File: config.mk
export PLATFORM = sky130hd
export DESIGN_NAME = stor_host_regfile
export DESIGN_NICKNAME = d
export VERILOG_FILES = /design/src/rtl/stor_host_pkg.sv /design/src/rtl/stor_host_ctrl.sv /design/src/rtl/stor_host_dp.sv /design/src/rtl/stor_host_regfile.sv
export SDC_FILE = /design/constraint.sdc
export NUM_CORES = 1
export LEC_CHECK = 0
export BUFFER_PORTS_ARGS = -buffer_cell sky130_fd_sc_hd__buf_2
export CELL_PAD_IN_SITES_DETAIL_PLACEMENT = 1
export CELL_PAD_IN_SITES_GLOBAL_PLACEMENT = 1
export CORE_ASPECT_RATIO = 1.4
export CORE_MARGIN = 2
export CORE_UTILIZATION = 51
export DETAILED_ROUTE_END_ITERATION = 12
export GPL_TIMING_DRIVEN = 0
export PLACE_DENSITY = 0.81
export SLEW_MARGIN = 20
export SYNTH_ARGS = -nofsm -noshare
export SYNTH_HDL_FRONTEND = slang
export SYNTH_SLANG_ARGS = --single-unit
File: constraint.sdc
create_clock -name clk -period 4.5 [get_ports clk]
set_input_delay 0 -clock clk [delete_from_list [all_inputs] [get_ports clk]]
set_output_delay 0 -clock clk [all_outputs]
set_load 0.02 [all_outputs]
File: src/rtl/stor_host_pkg.sv
package stor_host_pkg;

  localparam int REG_W = 32;
  localparam int WIN_W = 12;

  localparam logic [WIN_W-1:0] GLOBAL_END = 12'h020;
  localparam logic [WIN_W-1:0] PORT_BASE  = 12'h100;
  localparam int               PORT_SPAN  = 128;

  // global word offsets (low five bits)
  localparam logic [4:0] G_CAP  = 5'h00;
  localparam logic [4:0] G_CTL  = 5'h04;
  localparam logic [4:0] G_STAT = 5'h08;
  localparam logic [4:0] G_IMPL = 5'h0C;
  localparam logic [4:0] G_VER  = 5'h10;

  // per-port word offsets
  localparam logic [6:0] P_LST_LO = 7'h00;
  localparam logic [6:0] P_LST_HI = 7'h04;
  localparam logic [6:0] P_RX_LO  = 7'h08;
  localparam logic [6:0] P_RX_HI  = 7'h0C;
  localparam logic [6:0] P_STAT   = 7'h10;
  localparam logic [6:0] P_MASK   = 7'h14;
  localparam logic [6:0] P_CMD    = 7'h18;
  localparam logic [6:0] P_LINK   = 7'h28;
  localparam logic [6:0] P_ISSUE  = 7'h38;

  localparam logic [REG_W-1:0] CAP_VAL   = 32'h0000_1F02;
  localparam logic [REG_W-1:0] GCTL_VAL  = 32'h8000_0000;
  localparam logic [REG_W-1:0] IMPL_VAL  = 32'h0000_0001;
  localparam logic [REG_W-1:0] VER_VAL   = 32'h0001_0100;
  localparam logic [REG_W-1:0] LINK_UP   = 32'h0000_0003;
  localparam logic [REG_W-1:0] CMD_KEEP  = 32'h0100_C01F;
  localparam int               START_BIT = 0;

  typedef enum logic [3:0] {
    SEL_ZERO, SEL_CAP, SEL_GCTL, SEL_GSTAT, SEL_IMPL, SEL_VER,
    SEL_LST_LO, SEL_LST_HI, SEL_RX_LO, SEL_RX_HI, SEL_STAT,
    SEL_MASK, SEL_CMD, SEL_LINK, SEL_ISSUE
  } rdSel_e;

  typedef struct packed {
    logic wrLstLo;
    logic wrLstHi;
    logic wrRxLo;
    logic wrRxHi;
    logic clrStat;
    logic wrMask;
    logic wrCmd;
    logic wrIssue;
  } portStb_t;

  typedef struct packed {
    logic   rdEn;
    rdSel_e rdSel;
    logic   clrGlobal;
  } hostStb_t;

endpackage

File: src/rtl/stor_host_ctrl.sv
module stor_host_ctrl
  import stor_host_pkg::*;
#(
  parameter  int ADDR_W = 32,
  parameter  int NPORTS = 2,
  localparam int PIDX_W = (NPORTS > 1) ? $clog2(NPORTS) : 1
) (
  input  logic              regValid,
  input  logic              regWrite,
  input  logic [ADDR_W-1:0] regAddr,
  output portStb_t          portStb [NPORTS],
  output hostStb_t          hostStb,
  output logic [PIDX_W-1:0] portIdx
);

  localparam int PORT_END = int'(PORT_BASE) + NPORTS * PORT_SPAN;

  logic [WIN_W-1:0] off;
  logic [WIN_W-1:0] rel;
  logic [4:0]       gWord;
  logic [6:0]       pWord;
  logic             inGlobal;
  logic             inPort;
  logic             wrOk;
  portStb_t         hit;

  assign off      = regAddr[WIN_W-1:0];
  assign rel      = off - PORT_BASE;
  assign gWord    = {off[4:2], 2'b00};
  assign pWord    = {off[6:2], 2'b00};
  assign inGlobal = off < GLOBAL_END;
  assign inPort   = (off >= PORT_BASE) && (int'(off) < PORT_END);
  assign portIdx  = rel[7 +: PIDX_W];
  assign wrOk     = regValid && regWrite && (off[1:0] == 2'b00);

  always_comb begin
    hostStb.rdEn      = regValid && !regWrite;
    hostStb.rdSel     = SEL_ZERO;
    hostStb.clrGlobal = 1'b0;
    hit               = '0;
    if (inGlobal) begin
      case (gWord)
        G_CAP:  hostStb.rdSel = SEL_CAP;
        G_CTL:  hostStb.rdSel = SEL_GCTL;
        G_STAT: begin
          hostStb.rdSel     = SEL_GSTAT;
          hostStb.clrGlobal = wrOk;
        end
        G_IMPL: hostStb.rdSel = SEL_IMPL;
        G_VER:  hostStb.rdSel = SEL_VER;
        default: hostStb.rdSel = SEL_ZERO;
      endcase
    end else if (inPort) begin
      case (pWord)
        P_LST_LO: begin hostStb.rdSel = SEL_LST_LO; hit.wrLstLo = wrOk; end
        P_LST_HI: begin hostStb.rdSel = SEL_LST_HI; hit.wrLstHi = wrOk; end
        P_RX_LO:  begin hostStb.rdSel = SEL_RX_LO;  hit.wrRxLo  = wrOk; end
        P_RX_HI:  begin hostStb.rdSel = SEL_RX_HI;  hit.wrRxHi  = wrOk; end
        P_STAT:   begin hostStb.rdSel = SEL_STAT;   hit.clrStat = wrOk; end
        P_MASK:   begin hostStb.rdSel = SEL_MASK;   hit.wrMask  = wrOk; end
        P_CMD:    begin hostStb.rdSel = SEL_CMD;    hit.wrCmd   = wrOk; end
        P_LINK:   hostStb.rdSel = SEL_LINK;
        P_ISSUE:  begin hostStb.rdSel = SEL_ISSUE;  hit.wrIssue = wrOk; end
        default:  hostStb.rdSel = SEL_ZERO;
      endcase
    end
  end

  for (genvar p = 0; p < NPORTS; p++) begin : g_route
    assign portStb[p] = (portIdx == PIDX_W'(p)) ? hit : '0;
  end

endmodule

File: src/rtl/stor_host_dp.sv
module stor_host_dp
  import stor_host_pkg::*;
#(
  parameter  int NPORTS = 2,
  localparam int PIDX_W = (NPORTS > 1) ? $clog2(NPORTS) : 1
) (
  input  logic              clk,
  input  logic              rstN,
  input  portStb_t          portStb [NPORTS],
  input  hostStb_t          hostStb,
  input  logic [PIDX_W-1:0] portIdx,
  input  logic [REG_W-1:0]  wdata,
  input  logic              driveAttached,
  input  logic              doneValid,
  input  logic [PIDX_W-1:0] donePort,
  input  logic [REG_W-1:0]  doneBits,
  output logic [REG_W-1:0]  rdata,
  output logic [NPORTS-1:0] startReq,
  output logic              irqOut
);

  logic [REG_W-1:0] lstLo [NPORTS];
  logic [REG_W-1:0] lstHi [NPORTS];
  logic [REG_W-1:0] rxLo  [NPORTS];
  logic [REG_W-1:0] rxHi  [NPORTS];
  logic [REG_W-1:0] stat  [NPORTS];
  logic [REG_W-1:0] mask  [NPORTS];
  logic [REG_W-1:0] cmd   [NPORTS];
  logic [REG_W-1:0] issue [NPORTS];

  logic [REG_W-1:0] statD [NPORTS];
  logic [REG_W-1:0] maskD [NPORTS];
  logic [REG_W-1:0] cmdD  [NPORTS];

  logic [NPORTS-1:0] pend;
  logic [NPORTS-1:0] startD;
  logic [NPORTS-1:0] gstat;
  logic [NPORTS-1:0] gstatD;
  logic [NPORTS-1:0] gclr;
  logic [REG_W-1:0]  rdMux;

  always_comb begin
    for (int p = 0; p < NPORTS; p++) begin
      statD[p] = (stat[p] & ~(portStb[p].clrStat ? wdata : '0)) |
                 ((doneValid && donePort == PIDX_W'(p)) ? doneBits : '0);
      maskD[p] = portStb[p].wrMask ? wdata : mask[p];
      cmdD[p]  = portStb[p].wrCmd ? (wdata & CMD_KEEP) : cmd[p];
      pend[p]  = |(statD[p] & maskD[p]);
      startD[p] = (portStb[p].wrCmd && wdata[START_BIT]) ||
                  (portStb[p].wrIssue && cmd[p][START_BIT]);
    end
  end

  assign gclr   = hostStb.clrGlobal ? wdata[NPORTS-1:0] : '0;
  assign gstatD = (gstat & ~gclr) | pend;

  always_ff @(posedge clk or negedge rstN) begin
    if (!rstN) begin
      for (int p = 0; p < NPORTS; p++) begin
        lstLo[p] <= '0;
        lstHi[p] <= '0;
        rxLo[p]  <= '0;
        rxHi[p]  <= '0;
        stat[p]  <= '0;
        mask[p]  <= '0;
        cmd[p]   <= '0;
        issue[p] <= '0;
      end
      gstat    <= '0;
      startReq <= '0;
    end else begin
      for (int p = 0; p < NPORTS; p++) begin
        if (portStb[p].wrLstLo) lstLo[p] <= wdata;
        if (portStb[p].wrLstHi) lstHi[p] <= wdata;
        if (portStb[p].wrRxLo)  rxLo[p]  <= wdata;
        if (portStb[p].wrRxHi)  rxHi[p]  <= wdata;
        if (portStb[p].wrIssue) issue[p] <= wdata;
        stat[p] <= statD[p];
        mask[p] <= maskD[p];
        cmd[p]  <= cmdD[p];
      end
      gstat    <= gstatD;
      startReq <= startD;
    end
  end

  always_comb begin
    case (hostStb.rdSel)
      SEL_CAP:    rdMux = CAP_VAL;
      SEL_GCTL:   rdMux = GCTL_VAL;
      SEL_GSTAT:  rdMux = REG_W'(gstat);
      SEL_IMPL:   rdMux = IMPL_VAL;
      SEL_VER:    rdMux = VER_VAL;
      SEL_LST_LO: rdMux = lstLo[portIdx];
      SEL_LST_HI: rdMux = lstHi[portIdx];
      SEL_RX_LO:  rdMux = rxLo[portIdx];
      SEL_RX_HI:  rdMux = rxHi[portIdx];
      SEL_STAT:   rdMux = stat[portIdx];
      SEL_MASK:   rdMux = mask[portIdx];
      SEL_CMD:    rdMux = cmd[portIdx];
      SEL_LINK:   rdMux = (portIdx == '0 && driveAttached) ? LINK_UP : '0;
      SEL_ISSUE:  rdMux = issue[portIdx];
      default:    rdMux = '0;
    endcase
  end

  always_ff @(posedge clk or negedge rstN) begin
    if (!rstN)            rdata <= '0;
    else if (hostStb.rdEn) rdata <= rdMux;
  end

  assign irqOut = |gstat;

endmodule

File: src/rtl/stor_host_regfile.sv
module stor_host_regfile
  import stor_host_pkg::*;
#(
  parameter  int ADDR_W = 32,
  parameter  int NPORTS = 2,
  localparam int PIDX_W = (NPORTS > 1) ? $clog2(NPORTS) : 1
) (
  input  logic              clk,
  input  logic              rstN,
  input  logic              regValid,
  input  logic              regWrite,
  input  logic [ADDR_W-1:0] regAddr,
  input  logic [31:0]       regWdata,
  output logic [31:0]       regRdata,
  input  logic              driveAttached,
  input  logic              doneValid,
  input  logic [PIDX_W-1:0] donePort,
  input  logic [31:0]       doneBits,
  output logic [NPORTS-1:0] startReq,
  output logic              irqOut
);

  portStb_t          portStb [NPORTS];
  hostStb_t          hostStb;
  logic [PIDX_W-1:0] portIdx;

  stor_host_ctrl #(.ADDR_W(ADDR_W), .NPORTS(NPORTS)) u_ctrl (
    .regValid (regValid),
    .regWrite (regWrite),
    .regAddr  (regAddr),
    .portStb  (portStb),
    .hostStb  (hostStb),
    .portIdx  (portIdx)
  );

  stor_host_dp #(.NPORTS(NPORTS)) u_dp (
    .clk           (clk),
    .rstN          (rstN),
    .portStb       (portStb),
    .hostStb       (hostStb),
    .portIdx       (portIdx),
    .wdata         (regWdata),
    .driveAttached (driveAttached),
    .doneValid     (doneValid),
    .donePort      (donePort),
    .doneBits      (doneBits),
    .rdata         (regRdata),
    .startReq      (startReq),
    .irqOut        (irqOut)
  );

endmodule

==> metrics.md <==
| Metric | Value |
|---|---|
| Status | `finished with violations` |
| Violated checks | `negative hold slack` |
| Crit path DAT | `4.87 ns` |
| Final setup viols | `0` |
| Post-synth ARST share | `100%` |
| CTS buffer count | `49` |
| CP cell instances | `dlygate4sd3_1 -> buf_2 -> buf_2 -> buf_2 -> buf_2 -> buf_2 -> nand4_1 -> clkbuf_1 -> nand2_1 -> o21ai_0` |
| Max cap viols | `0` |
| Largest net degree at the start of global routing | `97` |
| Total placed instance area | `24700 µm²` |
| # DRC | `0` |
| Post-route antenna net violation count | `0` |
| Post-cts sizing count | `0` |
| Slew Viols, Final | `0` |
| Number of port buffers | `111` |
| Largest stage delay on the critical path | `0.97 ns` |
| Root Buffer | `clkbuf_16` |
| WP buf/inv | `7` |
| Ys Warns | `0` |
| Hold_ws | `-0.0163 ns` |
| Fin area | `27000 µm²` |
| Clock Path Buffers | `3` |
| Max Fclk | `226 MHz` |
| Setup TNS | `0 ns` |
| RSZ-0062 raised after global routing | `false` |
| Measured slew at the worst slew-check pin | `1.25 ns` |
| Clock Skew | `0.0141 ns` |
| Die Y | `256 µm` |
| Critical path type | `primary input to flop` |
| # rows | `92` |
| Drt pass-1 iters | `5` |
| Multi-input logic area | `9790 µm²` |
| Total GRT Usage | `44.4%` |
| Area Growth Syn to Fin | `16.6%` |
| Max_slew headroom | `16.4%` |
| CP max stage cell | `nand4_1` |
| Min-delay worst type | `primary input to async pin` |
| Top delay family on crit path | `buffers and inverters` |
| Number of synthesized flops with an enable pin | `0` |
| Net Count, Synth | `2255` |
| Crit path max fanout | `10` |
| H-tree Lvls | `2` |
| Register area share after synthesis | `54.0%` |
| Initial antenna violation count | `5` |
| Avg Cell Area, Syn | `10.8 µm²` |
| Synth top area share | `54.0%` |
| Total gr overflow | `0` |
| Reg area | `12500 µm²` |
| Main synth FF type | `dfrtp_1` |
| DP Worst Slack | `0.304 ns` |
| Core area | `45000 µm²` |
| Post-route setup slack | `0.0846 ns` |
| Final hold vios | `9` |
| RD Place Congestion | `1.02` |
| Vias per cell | `6.64` |
| Final wirelength | `104 mm` |
| Ratio of final minimum period to clock period | `98.1%` |
| Fill cells | `4884` |
| Cell mode on critical path | `buf_2` |
| HPWL after detailed placement | `70.3 mm` |
| Static leakage | `12.9 nW` |
| Die W | `184 µm` |
| CTS clk-pin slew, worst paths | `0.06 ns` |
| Synth Register Bits | `500` |
| Req. time, crit path | `4.96 ns` |
| Global-route wire length before repair | `148 mm` |
| Nets | `2502` |
| CTS Sinks | `500` |
| Synth Instances | `2152` |
| Initial Util | `51.5%` |
| Iter 0 DRT Violations | `1889` |
| Vias in the first global route | `21770` |
| Layout cell share with drive strength beyond 1 | `17.3%` |
| Ports | `138` |
| Power Density | `343 nW/µm²` |
| CTS tree | `done` |
| Largest area contributor in the netlist | `dfrtp_1` |
| Synthesized cell area | `23200 µm²` |
| Post-synth cell types | `70` |
| Worst setup SP type | `primary input` |
| Final worst path period need | `4.42 ns` |
| Crit end category | `flop` |
| Worst vdd ir | `0.305 mV` |
| Full die area | `47200 µm²` |
| Via count | `20256` |
| WL/cell | `34.0 µm` |
| Clock latency at the later pin of the worst-skew pair | `0.62 ns` |
| Top area cells in the synthesized netlist | `dfrtp_1, mux2i_1, mux2_2` |
[layout make-up]
cell class | count | area share [%]
timing repair buffer | 196 | 5.63
tap | 611 | 2.83
clock inverter | 9 | 0.310
inverter | 75 | 1.04
sequential | 500 | 46.3
multi-input combinational | 1436 | 36.2
antenna | 3 | 0.0278
clock buffer | 78 | 5.24
buffer | 141 | 2.46
[cells in the mapped netlist (all sizes together), types with 30 or more instances]
cell type / number
a22o: 30
buf: 61
clkbuf: 80
dfrtp: 500
inv: 75
mux2: 178
mux2i: 250
nand2: 354
nor2: 70
nor4: 33
o21ai: 248
o22ai: 77
[power breakdown]
part / leakage [nW] / internal [W] / switching, W
Clock: 0.730 / 0.00221 / 0.00186
Sequential: 6.63 / 0.00452 / 0.0000188
Combinational: 5.50 / 0.000199 / 0.000472
Total: 12.9 / 0.00693 / 0.00235
[logic make-up after synthesis]
logic type                synth area share [%]
and+or+nand+nor                           10.4
DFF                                       54.0
AOI/OAI and AO/OA                         12.2
muxes                                     19.4
buffers and inverters                     3.96
xor gates and xnor gates                0.0378
[repair_timing]
| action | in CTS | in global routing |
|---|---|---|
| hold buffers | 78 | 0 |
| endpoints found under the hold margin | 606 | 0 |
| buffers inserted | 0 | 0 |
[per-stage QoR]
stage	cells	util, %	total power (W)
2_1_floorplan	2152	-	0.00485
3_3_place_gp	2874	54.4	0.00518
3_5_place_dp	2881	54.9	0.00521
4_1_cts	3046	60.1	0.00922
5_1_grt	3046	60.1	0.00945
6_report	3049	60.1	0.00928
[routing by layer]
metal | global-route usage (%) | wire length (µm)
met4 | 40.2 | 11200
met3 | 12.2 | 9500
met2 | 67.9 | 46700
met1 | 50.4 | 36100
met5 | 0 | 59
[path summary, 6_finish.rpt]
kind,startpoint,end,slack [ns],depth (start not counted)
min in group clk,regAddr[3],u_dp.startReq[1]$_DFF_PN0_,0.03,4
max,regAddr[7],u_dp.rxLo[17]$_DFFE_PN0P_,0.08,10
max reg2reg,u_dp.stat[25]$_DFF_PN0_,u_dp.gstat[1]$_DFF_PN0_,1.85,6
max in group asynchronous,rstN,u_dp.rxLo[61]$_DFFE_PN0P_,3.14,5
min reg2reg,u_dp.rdata[31]$_DFFE_PN0P_,u_dp.rdata[31]$_DFFE_PN0P_,0.47,2
min,rstN,u_dp.rdata[7]$_DFFE_PN0P_,-0.02,3
[sequential cells by signal, summed over array words and instances, names as in the netlist]
register and flops:
u_dp.cmd 16, u_dp.gstat 2, u_dp.issue 64, u_dp.lstHi 64, u_dp.lstLo 64, u_dp.mask 64
u_dp.rdata 32, u_dp.rxHi 64, u_dp.rxLo 64, u_dp.startReq 2, u_dp.stat 64
[worst min-delay path: stages]
cell           delay [ns]
dlygate4sd3_1        0.57
buf_8                0.15
buf_16               0.26
[cells in the final DEF (no fill, tap or decap), types with 4 or more instances in the layout]
cell type and instances:
a2111oi_0 4, a21boi_0 4, a21o_1 5, a21oi_1 25, a22o_1 30, a22oi_1 21, buf_1 6, buf_16 6
buf_2 154, buf_4 5, buf_6 6, clkbuf_1 87, clkbuf_16 50, clkbuf_2 16, clkbuf_8 6, clkinv_2 6
dfrtp_1 500, dlygate4sd3_1 77, inv_1 75, mux2_1 35, mux2_2 143, mux2i_1 250, nand2_1 354, nand2b_1 6
nand3_1 12, nand4_1 6, nor2_1 68, nor2b_1 5, nor3_1 18, nor4_1 31, o2111ai_1 4, o211ai_1 5
o21a_1 9, o21ai_0 246, o22a_1 11, o22ai_1 77, o31ai_1 7, or3_1 8
Note: power is estimated with default switching activity, not from simulation.
